## config.mk

```make
export PLATFORM = sky130hd
export DESIGN_NAME = cmpl_irq_gen
export DESIGN_NICKNAME = d
export VERILOG_FILES = /design/src/rtl/cmpl_irq_gen.sv
export SDC_FILE = /design/constraint.sdc
export NUM_CORES = 1
export LEC_CHECK = 0
export ABC_CLOCK_PERIOD_IN_PS = 1700
export BUFFER_PORTS_ARGS = -buffer_cell sky130_fd_sc_hd__buf_2
export CAP_MARGIN = 20
export CORE_MARGIN = 2
export CORE_UTILIZATION = 33
export CTS_CLUSTER_DIAMETER = 150
export DETAILED_ROUTE_END_ITERATION = 12
export HOLD_SLACK_MARGIN = 0.06
export SKIP_LAST_GASP = 1
export SYNTH_ARGS = -nofsm -noshare
export SYNTH_HDL_FRONTEND = slang
export SYNTH_SLANG_ARGS = --single-unit
export TNS_END_PERCENT = 1
```

## constraint.sdc

```tcl
create_clock -name clk -period 1.7 [get_ports clk]
set_input_delay 0 -clock clk [delete_from_list [all_inputs] [get_ports clk]]
set_output_delay 0 -clock clk [all_outputs]
set_load 0.05 [all_outputs]
```

## src/rtl/cmpl_irq_gen.sv

```systemverilog
module cmpl_irq_gen #(
  parameter bit EXT_DATA     = 1'b1,
  parameter bit QI_SUPPORTED = 1'b1,
  parameter int AW           = 8,
  parameter logic [AW-1:0] STAT_OFS = 8'h9C,
  parameter logic [AW-1:0] CTRL_OFS = 8'hA0,
  parameter logic [AW-1:0] DATA_OFS = 8'hA4
) (
  input  logic          clk,
  input  logic          rst_n,
  input  logic [AW-1:0] reg_addr,
  input  logic          reg_wr,
  input  logic [31:0]   reg_wdata,
  output logic [31:0]   reg_rdata,
  input  logic          lock,
  input  logic          cmpl_pulse,
  input  logic          cmpl_irq,
  output logic          msg_valid,
  input  logic          msg_ready,
  output logic [31:0]   msg_data
);
  localparam logic [31:0] EXT_MASK = EXT_DATA ? 32'hFFFF_FFFF : 32'h0000_FFFF;

  logic        wc, pend, mask;
  logic [31:0] data_q;

  wire wr_ok    = reg_wr && QI_SUPPORTED;
  wire clr_wc   = wr_ok && reg_addr == STAT_OFS && reg_wdata[0];
  wire wr_ctrl  = wr_ok && reg_addr == CTRL_OFS && !lock;
  wire wr_data  = wr_ok && reg_addr == DATA_OFS && !lock;
  wire new_cond = QI_SUPPORTED && cmpl_pulse && cmpl_irq && !wc;
  wire hs       = msg_valid && msg_ready;

  assign msg_valid = pend && !mask;
  assign msg_data  = data_q;

  always_ff @(posedge clk or negedge rst_n) begin
    if (!rst_n) begin
      wc     <= 1'b0;
      pend   <= 1'b0;
      mask   <= 1'b1;
      data_q <= '0;
    end else begin
      wc <= wc ? !clr_wc : new_cond;
      if (new_cond)          pend <= 1'b1;
      else if (hs || clr_wc) pend <= 1'b0;
      if (wr_ctrl) mask   <= reg_wdata[31];
      if (wr_data) data_q <= reg_wdata & EXT_MASK;
    end
  end

  always_comb begin
    reg_rdata = '0;
    if (QI_SUPPORTED) begin
      unique case (reg_addr)
        STAT_OFS: reg_rdata = {31'd0, wc};
        CTRL_OFS: reg_rdata = {mask, pend, 30'd0};
        DATA_OFS: reg_rdata = data_q;
        default:  reg_rdata = '0;
      endcase
    end
  end

  // Pending never rises unless status was clear on the previous cycle
  p_edge_qual_r3: assert property (@(posedge clk) disable iff (!rst_n)
    $rose(pend) |-> $past(!wc));
  // A masked pending flag holds unless status is cleared
  p_mask_hold_r4: assert property (@(posedge clk) disable iff (!rst_n)
    (pend && mask && !clr_wc) |=> pend);
  // Accepted message is not offered again
  p_one_msg_r5: assert property (@(posedge clk) disable iff (!rst_n)
    (msg_valid && msg_ready) |=> !msg_valid);
  // Stalled message holds its offer and data
  p_stall_hold_r6: assert property (@(posedge clk) disable iff (!rst_n)
    (msg_valid && !msg_ready && !reg_wr) |=> (msg_valid && $stable(msg_data)));
  // Status clear drops pending
  p_clear_drops_r7: assert property (@(posedge clk) disable iff (!rst_n)
    (clr_wc && wc) |=> !pend);
  // Reserved control bits read zero
  p_rsvd_zero_r12: assert property (@(posedge clk) disable iff (!rst_n)
    (reg_addr == CTRL_OFS) |-> (reg_rdata[29:0] == 30'd0));
endmodule

```

### Yosys cells after proc, flatten, opt, wreduce, memory -nomap -nowiden

Index checks and enable logic that the tools add are counted.

| cells by class | value |
|---|---|
| muxes and demuxes | 4 |
| equal/unequal tests | 3 |
| reduce and logical (&&, ||, !) cells | 16 |

Operators by type and width:

| operator | count |
|---|---|
| one-hot mux 32 bit (3 select lines) | 1 |
| == test 8 bit (second input constant) | 3 |
| logical AND 1 bit | 10 |
| logical NOT 1 bit | 4 |
| 2-to-1 mux 1 bit | 3 |
| nonzero test 2 bit | 1 |
| logical OR 1 bit | 1 |

| storage, ports and cells | value |
|---|---|
| output and inout port bits | 65 |
| logic and storage cells | 27 |
| bits of input ports | 47 |
| bits in registers | 35 |

### Depth between registers and ports, before layout

Gate-level depths: netlist (run 1).

| logic depth | value |
|---|---|
| word-level depth | 6 |
| depth in mapped cells | 5 |
| depth with buffers taken out | 3 |

### Worst setup path before layout (run 1)

OpenSTA, ideal clock, no wires.

| timing path | value |
|---|---|
| path type | reg2out |
| start point | register data_q[0], in the netlist msg_data[0] |
| end point | output port reg_rdata[0] |
| buffers on the path | 0 |
| slack | 245 ps |
| cell stages (with the launch flop) | 3 |
| data required time | 1700 ps |
| arrival | 1455 ps |
| cell sequence | dfrtp_1 > a22oi_1 > nor2_1 |

| on the way | value |
|---|---|
| word-level cells in the longest chain between the ends | 1 |

RTL lines:

| item | line | text |
|---|---|---|
| start, declared | 25 | `logic [31:0] data_q;` |
| start signal, assigned | 48 | `if (wr_data) data_q <= reg_wdata & EXT_MASK;` |
| one-hot mux 32 bit (3 select lines) | 55 | `unique case (reg_addr)` |
| end, declared | 14 | `output logic [31:0] reg_rdata,` |

Every way passes these cells.

### Worst setup path after layout (run 1)

| timing path | value |
|---|---|
| start point | input port reg_addr[1] |
| end point | output port reg_rdata[30] |

| on the way | value |
|---|---|
| word-level cells in the longest chain between the ends | 2 |
| elaborated cells on any way between the ends | 4 |
| classes of those cells | eq/ne (3); mux (1) |

RTL lines:

| item | line | text |
|---|---|---|
| start, declared | 11 | `input logic [AW-1:0] reg_addr,` |
| == test 8 bit | 55 |  |
| one-hot mux 32 bit (3 select lines) (*) | 55 |  |

Mark *: on every way between the ends. The rest lies on a longest branch, timed or not.

==> flow_summary.json, run 1 <==
{
  "final.min_clock_period_ns": 1.31,
  "numCtsBuffers": 5,
  "whs_endpoint": "wc",
  "min-delay-start": "cmpl_irq",
  "hold_viol": 0,
  "largest_family_of_logic_cells_by_synthesized_area": "multiplexers",
  "netlist_area_um2": 1790,
  "p_r_area_growth_vs_syn_pct": 57.7,
  "drive_gt1_share_pct": 57.8,
  "dr_total_vias": 1549,
  "r2r_start": "mask",
  "drc_errors": 0,
  "clk_path_buf_depth": 2,
  "synth_adder_area_share_pct": 0,
  "power_per_cell_area_nw_per_um2": 628,
  "run_status": "complete, no violations",
  "dr.pass1.iters": 4,
  "finalNetCount": 321,
  "synthCells": 130,
  "yosysWarnings": 0,
  "resize_count_post_cts": 0,
  "global_placer_s_final_weighted_congestion": 0.734,
  "postPlaceCellArea_um2": 2400,
  "synth_largest_type_area_fraction_pct": 47.5,
  "p_total_uw": 1780,
  "rr_worst_depth": 2,
  "synth-edff-count": 0,
  "finalSetupViolCount": 0,
  "fmax_ghz": 0.762,
  "min_path_type": "input port to register",
  "irDropWorstVdd_mv": 0.342,
  "initial_cell_density_of_the_core_pct": 34.7,
  "synth_compound_gate_area_share_pct": 1.33,
  "clock-root-buffer": "sky130_fd_sc_hd__clkbuf_8",
  "finish.instance_area_um2": 2830,
  "synth_flop_cell": "sky130_fd_sc_hd__dfrtp_1",
  "number_of_antenna_violations_at_the_first_check_in_global_routing": 0,
  "slew_at_the_pin_closest_to_its_max_slew_limit_ns": 0.757,
  "final_cycle_utilization_of_the_critical_path_pct": 77.2,
  "synth.top_cells.by_count": "34 x sky130_fd_sc_hd__dfrtp_1, 30 x sky130_fd_sc_hd__mux2_4, 29 x sky130_fd_sc_hd__and3_1",
  "setup.reg_to_reg.worst_slack_ns": 0.84,
  "htree_num_levels": 2,
  "final_max_slew_viol_count": 0,
  "worst-setup-path-type": "input port to output pin",
  "height_of_the_die_um": 77.7,
  "clock-skew-final_ns": 0.000145,
  "rows": 26,
  "postCtsSetupBuffers": 0,
  "largest_fanout_of_any_net_on_the_critical_path": 33,
  "unrepaired_setup_endpoints_after_global_routing": "no",
  "synth_xor_area_share_pct": 0,
  "synth_mux_area_share_pct": 28.1,
  "routed_wl_per_cell_um": 13.8,
  "tritoncts": "yes",
  "synth_largest_area_cell": "sky130_fd_sc_hd__dfrtp_1",
  "buffer_ports.inserted": 111,
  "dieArea_um2": 6040,
  "slew_headroom_pct": 49.5,
  "portion_of_the_post_synthesis_area_used_by_sequential_elements_pct": 48.9,
  "yosys_register_bits": 35,
  "die-width_um": 77.7,
  "worst_hold_path_cells": 4,
  "detail_route.iter0.violations": 57,
  "dp_hpwl_mm": 3.22,
  "ant_nets": 0,
  "floorplan.core_area_um2": 5170,
  "clkSlewWorstSetupHoldPaths_ns": 0.07,
  "drt-vias-per-instance": 4.49,
  "critical_path_arrival_ns": 1.31,
  "numClockSinks": 35,
  "first_global_vias": 1528,
  "layout.filler_cells": 445,
  "crit_path_start_kind": "input port",
  "synth_top_cells_by_area": "sky130_fd_sc_hd__dfrtp_1 47%, sky130_fd_sc_hd__mux2_4 25%, sky130_fd_sc_hd__and3_1 10%",
  "clock_latency_reported_for_the_late_side_of_the_worst_skew_pair_ns": 0.28,
  "boundaryPins": 112,
  "grt_remaining_overflow": 0,
  "syn_area_per_cell_um2": 13.8,
  "critical_path_data_required_time_ns": 1.70,
  "worst_reg2reg_endpoint": "pend",
  "grt_start_max_net_pins": 36,
  "n_antenna_cell": 0,
  "leakage_uw": 0.00177,
  "synthMostInstantiatedCell": "sky130_fd_sc_hd__dfrtp_1",
  "synth.lib_cells_used.distinct": 24,
  "gr-usage-all-layers_pct": 16.1,
  "maxCapViolCount": 0,
  "setup-tns-final_ns": 0,
  "grt_first_pass_wirelength_mm": 7.71,
  "synthSimpleGateAreaFrac_pct": 18.2,
  "synth.net_count": 177,
  "synthArstFlopShare_pct": 100,
  "timing.critical_path.to_type": "output pin",
  "drt-total-wl_mm": 4.75,
  "cts_hold_repair.buffers": 34
}
[area by class of cell]
| cell class | count | area [µm²] | share of cell area (%) |
|---|---|---|---|
| clock buffers | 6 | 72.6 | 2.57 |
| clock inverters | 2 | 12.5 | 0.442 |
| multi-input cells | 85 | 855 | 30.2 |
| flip-flops and latches | 35 | 877 | 31.0 |
| well taps | 70 | 87.6 | 3.10 |
| repair buffers | 147 | 923 | 32.7 |
[through the flow]
stage	hold slack [ns]	cells	setup slack, ns	util [%]
finish	0.102	345	0.387	54.7
global route	0.111	345	0.277	54.7
CTS	0.0878	345	0.375	54.7
detailed placement	0.122	303	0.343	46.4
global placement	0.116	303	0.345	46.4
floorplan	-0.296	130	0.245	-
[metal layers]
metal | GRT usage (%) | vias up | wire (µm)
met2 | 26.6 | 64 | 2300
met4 | 8.04 | 0 | 90
met5 | 0 | - | 0
met3 | 1.98 | 7 | 254
met1 | 20.8 | 721 | 2110
li1 | - | 757 | -
[worst max-delay path: stages]
cell                      delay (ns)
sky130_fd_sc_hd__buf_2          0.12
sky130_fd_sc_hd__nor4b_4        0.34
sky130_fd_sc_hd__buf_4          0.35
sky130_fd_sc_hd__nand2_1        0.12
sky130_fd_sc_hd__nor2_1         0.12
sky130_fd_sc_hd__buf_2          0.26
[worst max path at each step]
stage                            from            end  cells past startpoint
after floorplan           msg_data[0]   reg_rdata[0]                      2
after detailed placement  reg_addr[1]           mask                      5
after CTS                 reg_addr[1]  reg_rdata[30]                      6
after global routing      reg_addr[1]  reg_rdata[31]                      6
final                     reg_addr[1]  reg_rdata[30]                      6
after global placement    reg_addr[1]           mask                      5
[placed cells by master, fill, tap and decap left out, types with 2 or more instances in the layout]
cell                              n
sky130_fd_sc_hd__buf_2          111
sky130_fd_sc_hd__dlygate4sd3_1   34
sky130_fd_sc_hd__dfrtp_1         34
sky130_fd_sc_hd__mux2_4          30
sky130_fd_sc_hd__and3_1          29
sky130_fd_sc_hd__clkbuf_8         5
sky130_fd_sc_hd__nor2_1           4
sky130_fd_sc_hd__nand2_1          3
sky130_fd_sc_hd__mux2_2           3
sky130_fd_sc_hd__mux2i_1          2
sky130_fd_sc_hd__nor2b_1          2
[power by group]
part | internal, µW | switching [µW]
logic | 148 | 164
clock network | 286 | 297
registers | 861 | 20.9
total | 1300 | 482
[cell families (layout without fill, tap and decap cells)]
group / count (synthesis) / count (layout)
flip-flops: 35 / 35
buffers and inverters: 10 / 155
AO/OA/AOI/OAI: 3 / 3
multiplexers: 35 / 35
AND/OR/NAND/NOR: 47 / 47
[sequential cells by signal, indices dropped and copies added (netlist names)]
| register | cells |
|---|---|
| msg_data | 32 |
| mask | 1 |
| pend | 1 |
| wc | 1 |
No activity file was read; power rests on OpenSTA's default activity.
==> inputs of run 2 (changes only) <==
- ABC_AREA: default -> 1
- ABC_CLOCK_PERIOD_IN_PS: 1700 -> 1100
- clock period: 1.7 -> 1.1 ns (I/O delays scaled with it)
==> run 2 against run 1 <==
  * Wire length decreased by 2.8%
  * Global-route usage decreased by 2.6 points
  * Sequential share of layout area decreased by 4.8 points
  * Sequential cell count unchanged
  * Register-to-register slack got worse by 0.67 ns
  * Non-clock buffer count increased by 9
  * First-iteration DRC count decreased by 14%
  * Critical path type is now register to output pin
  * Largest cell class unchanged
  * Largest power group unchanged
==> flow_summary.json, run 2 <==
{
  "layoutNonFillerInstCount": 482,
  "slew_at_the_pin_closest_to_its_max_slew_limit_ns": 0.290,
  "final.min_clock_period_ns": 1.09,
  "global_placer_s_final_weighted_congestion": 0.750,
  "critical_path_arrival_ns": 1.09,
  "finalSetupViolCount": 0,
  "post-route-util_pct": 53.3,
  "crit_path_start_kind": "register",
  "drt-vias-per-instance": 4.04,
  "synth_flop_cell": "sky130_fd_sc_hd__dfrtp_1",
  "drt-total-wl_mm": 4.62,
  "synth_largest_type_area_fraction_pct": 40.1,
  "whs_endpoint": "wc",
  "numClockSinks": 35,
  "drc_errors": 0,
  "finalNetCount": 451,
  "htree_num_levels": 2,
  "die-width_um": 84.2,
  "worst-setup-path-type": "register to output pin",
  "grt_first_pass_wirelength_mm": 7.98,
  "instance_count_on_the_critical_path": 3,
  "synthCells": 250,
  "worst_path_max_delay_cell": "sky130_fd_sc_hd__dfrtp_1",
  "leakage_uw": 0.00179,
  "portion_of_the_post_synthesis_area_used_by_sequential_elements_pct": 41.3,
  "timing.critical_path.to_type": "output pin",
  "synth.net_count": 297,
  "synth.top_cells.by_count": "70 x sky130_fd_sc_hd__inv_1, 34 x sky130_fd_sc_hd__dfrtp_1, 32 x sky130_fd_sc_hd__o21ai_2",
  "detail_route.iter0.violations": 49,
  "clk_path_buf_depth": 2,
  "irDropWorstVdd_mv": 0.529,
  "worst_hold_path_cells": 5,
  "gr-usage-all-layers_pct": 13.5,
  "slew_headroom_pct": 80.7,
  "yosys_register_bits": 35,
  "initial_cell_density_of_the_core_pct": 33.8,
  "worst_reg2reg_endpoint": "pend",
  "synth_top_cells_by_area": "sky130_fd_sc_hd__dfrtp_1 40%, sky130_fd_sc_hd__o21ai_2 13%, sky130_fd_sc_hd__inv_1 12%",
  "dieArea_um2": 7090,
  "clock_latency_reported_for_the_late_side_of_the_worst_skew_pair_ns": 0.28,
  "numCtsBuffers": 5,
  "dr_total_vias": 1949,
  "synthArstFlopShare_pct": 100,
  "min-delay-start": "reg_addr[5]",
  "clock-skew-final_ns": 0.0102,
  "dp_hpwl_mm": 3.47,
  "synth.lib_cells_used.distinct": 19,
  "clock-root-buffer": "sky130_fd_sc_hd__clkbuf_8",
  "routed_wl_per_cell_um": 9.59,
  "drive_gt1_share_pct": 56.0,
  "cell_total_after_placement": 437,
  "setup-tns-final_ns": 0,
  "synth_compound_gate_area_share_pct": 13.4,
  "synth-edff-count": 0,
  "dr.pass1.iters": 4,
  "tritoncts": "yes",
  "final_cycle_utilization_of_the_critical_path_pct": 99.5,
  "height_of_the_die_um": 84.2,
  "final_max_slew_viol_count": 0,
  "synth_mux_area_share_pct": 0,
  "ant_nets": 0,
  "synthSimpleGateAreaFrac_pct": 27.8,
  "fmax_ghz": 0.914,
  "syn_area_per_cell_um2": 8.49,
  "hold_viol": 0,
  "synth_xor_area_share_pct": 0,
  "yosysWarnings": 0,
  "unrepaired_setup_endpoints_after_global_routing": "yes",
  "p_total_uw": 2930,
  "rr_worst_depth": 4,
  "netlist_area_um2": 2120,
  "min_path_type": "input port to register",
  "first_global_vias": 1786,
  "buffer_ports.inserted": 111,
  "r2r_start": "mask",
  "largest_fanout_of_any_net_on_the_critical_path": 3,
  "cp_top_family": "flip-flops",
  "critical_path.cell_chain": "inv_1 -> nor2_4 -> clkbuf_4",
  "critPathBufInv": 2,
  "critical_path_data_required_time_ns": 1.10,
  "number_of_antenna_violations_at_the_first_check_in_global_routing": 0,
  "final_common_cell": "sky130_fd_sc_hd__buf_2",
  "maxCapViolCount": 0,
  "floorplan.core_area_um2": 6280,
  "n_antenna_cell": 0,
  "max_stage_delay_on_crit_path_ns": 0.40,
  "clkSlewWorstSetupHoldPaths_ns": 0.07,
  "largest_reg_flops": 32,
  "setup.reg_to_reg.worst_slack_ns": 0.17,
  "synth_largest_area_cell": "sky130_fd_sc_hd__dfrtp_1",
  "grt_start_max_net_pins": 35,
  "grt_remaining_overflow": 0,
  "rows": 29,
  "boundaryPins": 112,
  "power_per_cell_area_nw_per_um2": 876,
  "run_status": "complete, no violations",
  "hold-worst-slack_ns": 0.106,
  "synth_adder_area_share_pct": 0,
  "p_r_area_growth_vs_syn_pct": 57.7,
  "synthMostInstantiatedCell": "sky130_fd_sc_hd__inv_1",
  "largest_family_of_logic_cells_by_synthesized_area": "simple AND/OR/NAND/NOR gates",
  "leading_cell_types_in_the_layout_fill_and_taps_excluded": "104 x sky130_fd_sc_hd__buf_2, 70 x sky130_fd_sc_hd__inv_1, 37 x sky130_fd_sc_hd__dlygate4sd3_1"
}
-- run 2: cell families (layout without fill, tap and decap cells) --
kind of cell | after synthesis | after routing
AND/OR/NAND/NOR | 101 | 101
AO/OA/AOI/OAI | 33 | 33
flip-flops | 35 | 35
buffers and inverters | 81 | 236
-- run 2: per-layer routing --
layer,up-vias,GRT usage [%],wire [µm]
met3,6,3.93,292
li1,1023,-,-
met5,-,0,0
met4,0,3.52,46
met1,859,17.5,2080
met2,61,22.4,2200
-- run 2: cell type report --
| cell class | instances | area (µm²) |
|---|---|---|
| Multi-Input combinational cell | 134 | 928 |
| Fill cell | 589 | 2930 |
| Sequential cell | 35 | 877 |
| Inverter | 72 | 270 |
| Clock buffer | 7 | 96.3 |
| Timing Repair Buffer | 156 | 1070 |
| Tap cell | 77 | 96.3 |
| Clock inverter | 1 | 7.51 |
-- run 2: where the power goes --
| group | internal, µW | total, µW | switching [µW] |
|---|---|---|---|
| registers | 1340 | 1370 | 39.1 |
| clock network | 569 | 1000 | 435 |
| logic | 242 | 552 | 310 |
-- run 2: worst min-delay path, stage by stage --
cell and delay [ns]:
sky130_fd_sc_hd__buf_2 0.10, sky130_fd_sc_hd__nor3_1 0.06, sky130_fd_sc_hd__nand3b_1 0.09, sky130_fd_sc_hd__nand2_1 0.05, sky130_fd_sc_hd__nand2_1 0.05
-- run 2: stage by stage --
| step | cell area, µm² | setup slack, ns |
|---|---|---|
| after floorplan | 2170 | -0.0909 |
| after global placement | 2850 | 0.0557 |
| after detailed placement | 2850 | 0.0374 |
| after CTS | 3330 | -0.0221 |
| after global routing | 3350 | -0.0641 |
| final | 3350 | 0.00569 |
-- run 2: worst max path at each step --
| stage | end | start | slack, ns |
|---|---|---|---|
| final | reg_rdata[28] | msg_data[28] | 0.006 |
| after global routing | reg_rdata[28] | msg_data[28] | -0.06 |
| after CTS | reg_rdata[28] | msg_data[28] | -0.02 |
| after detailed placement | reg_rdata[11] | reg_addr[4] | 0.04 |
| after global placement | reg_rdata[3] | reg_addr[4] | 0.06 |
| after floorplan | reg_rdata[15] | msg_data[15] | -0.09 |
-- run 2: repair_timing --
| item | in CTS | in global routing |
|---|---|---|
| resized for setup | 3 | 5 |
| endpoints found under the hold margin | 70 | 0 |
| hold buffers | 37 | 0 |
| setup endpoints to repair | 12 | 31 |
| buffers inserted | 0 | 0 |
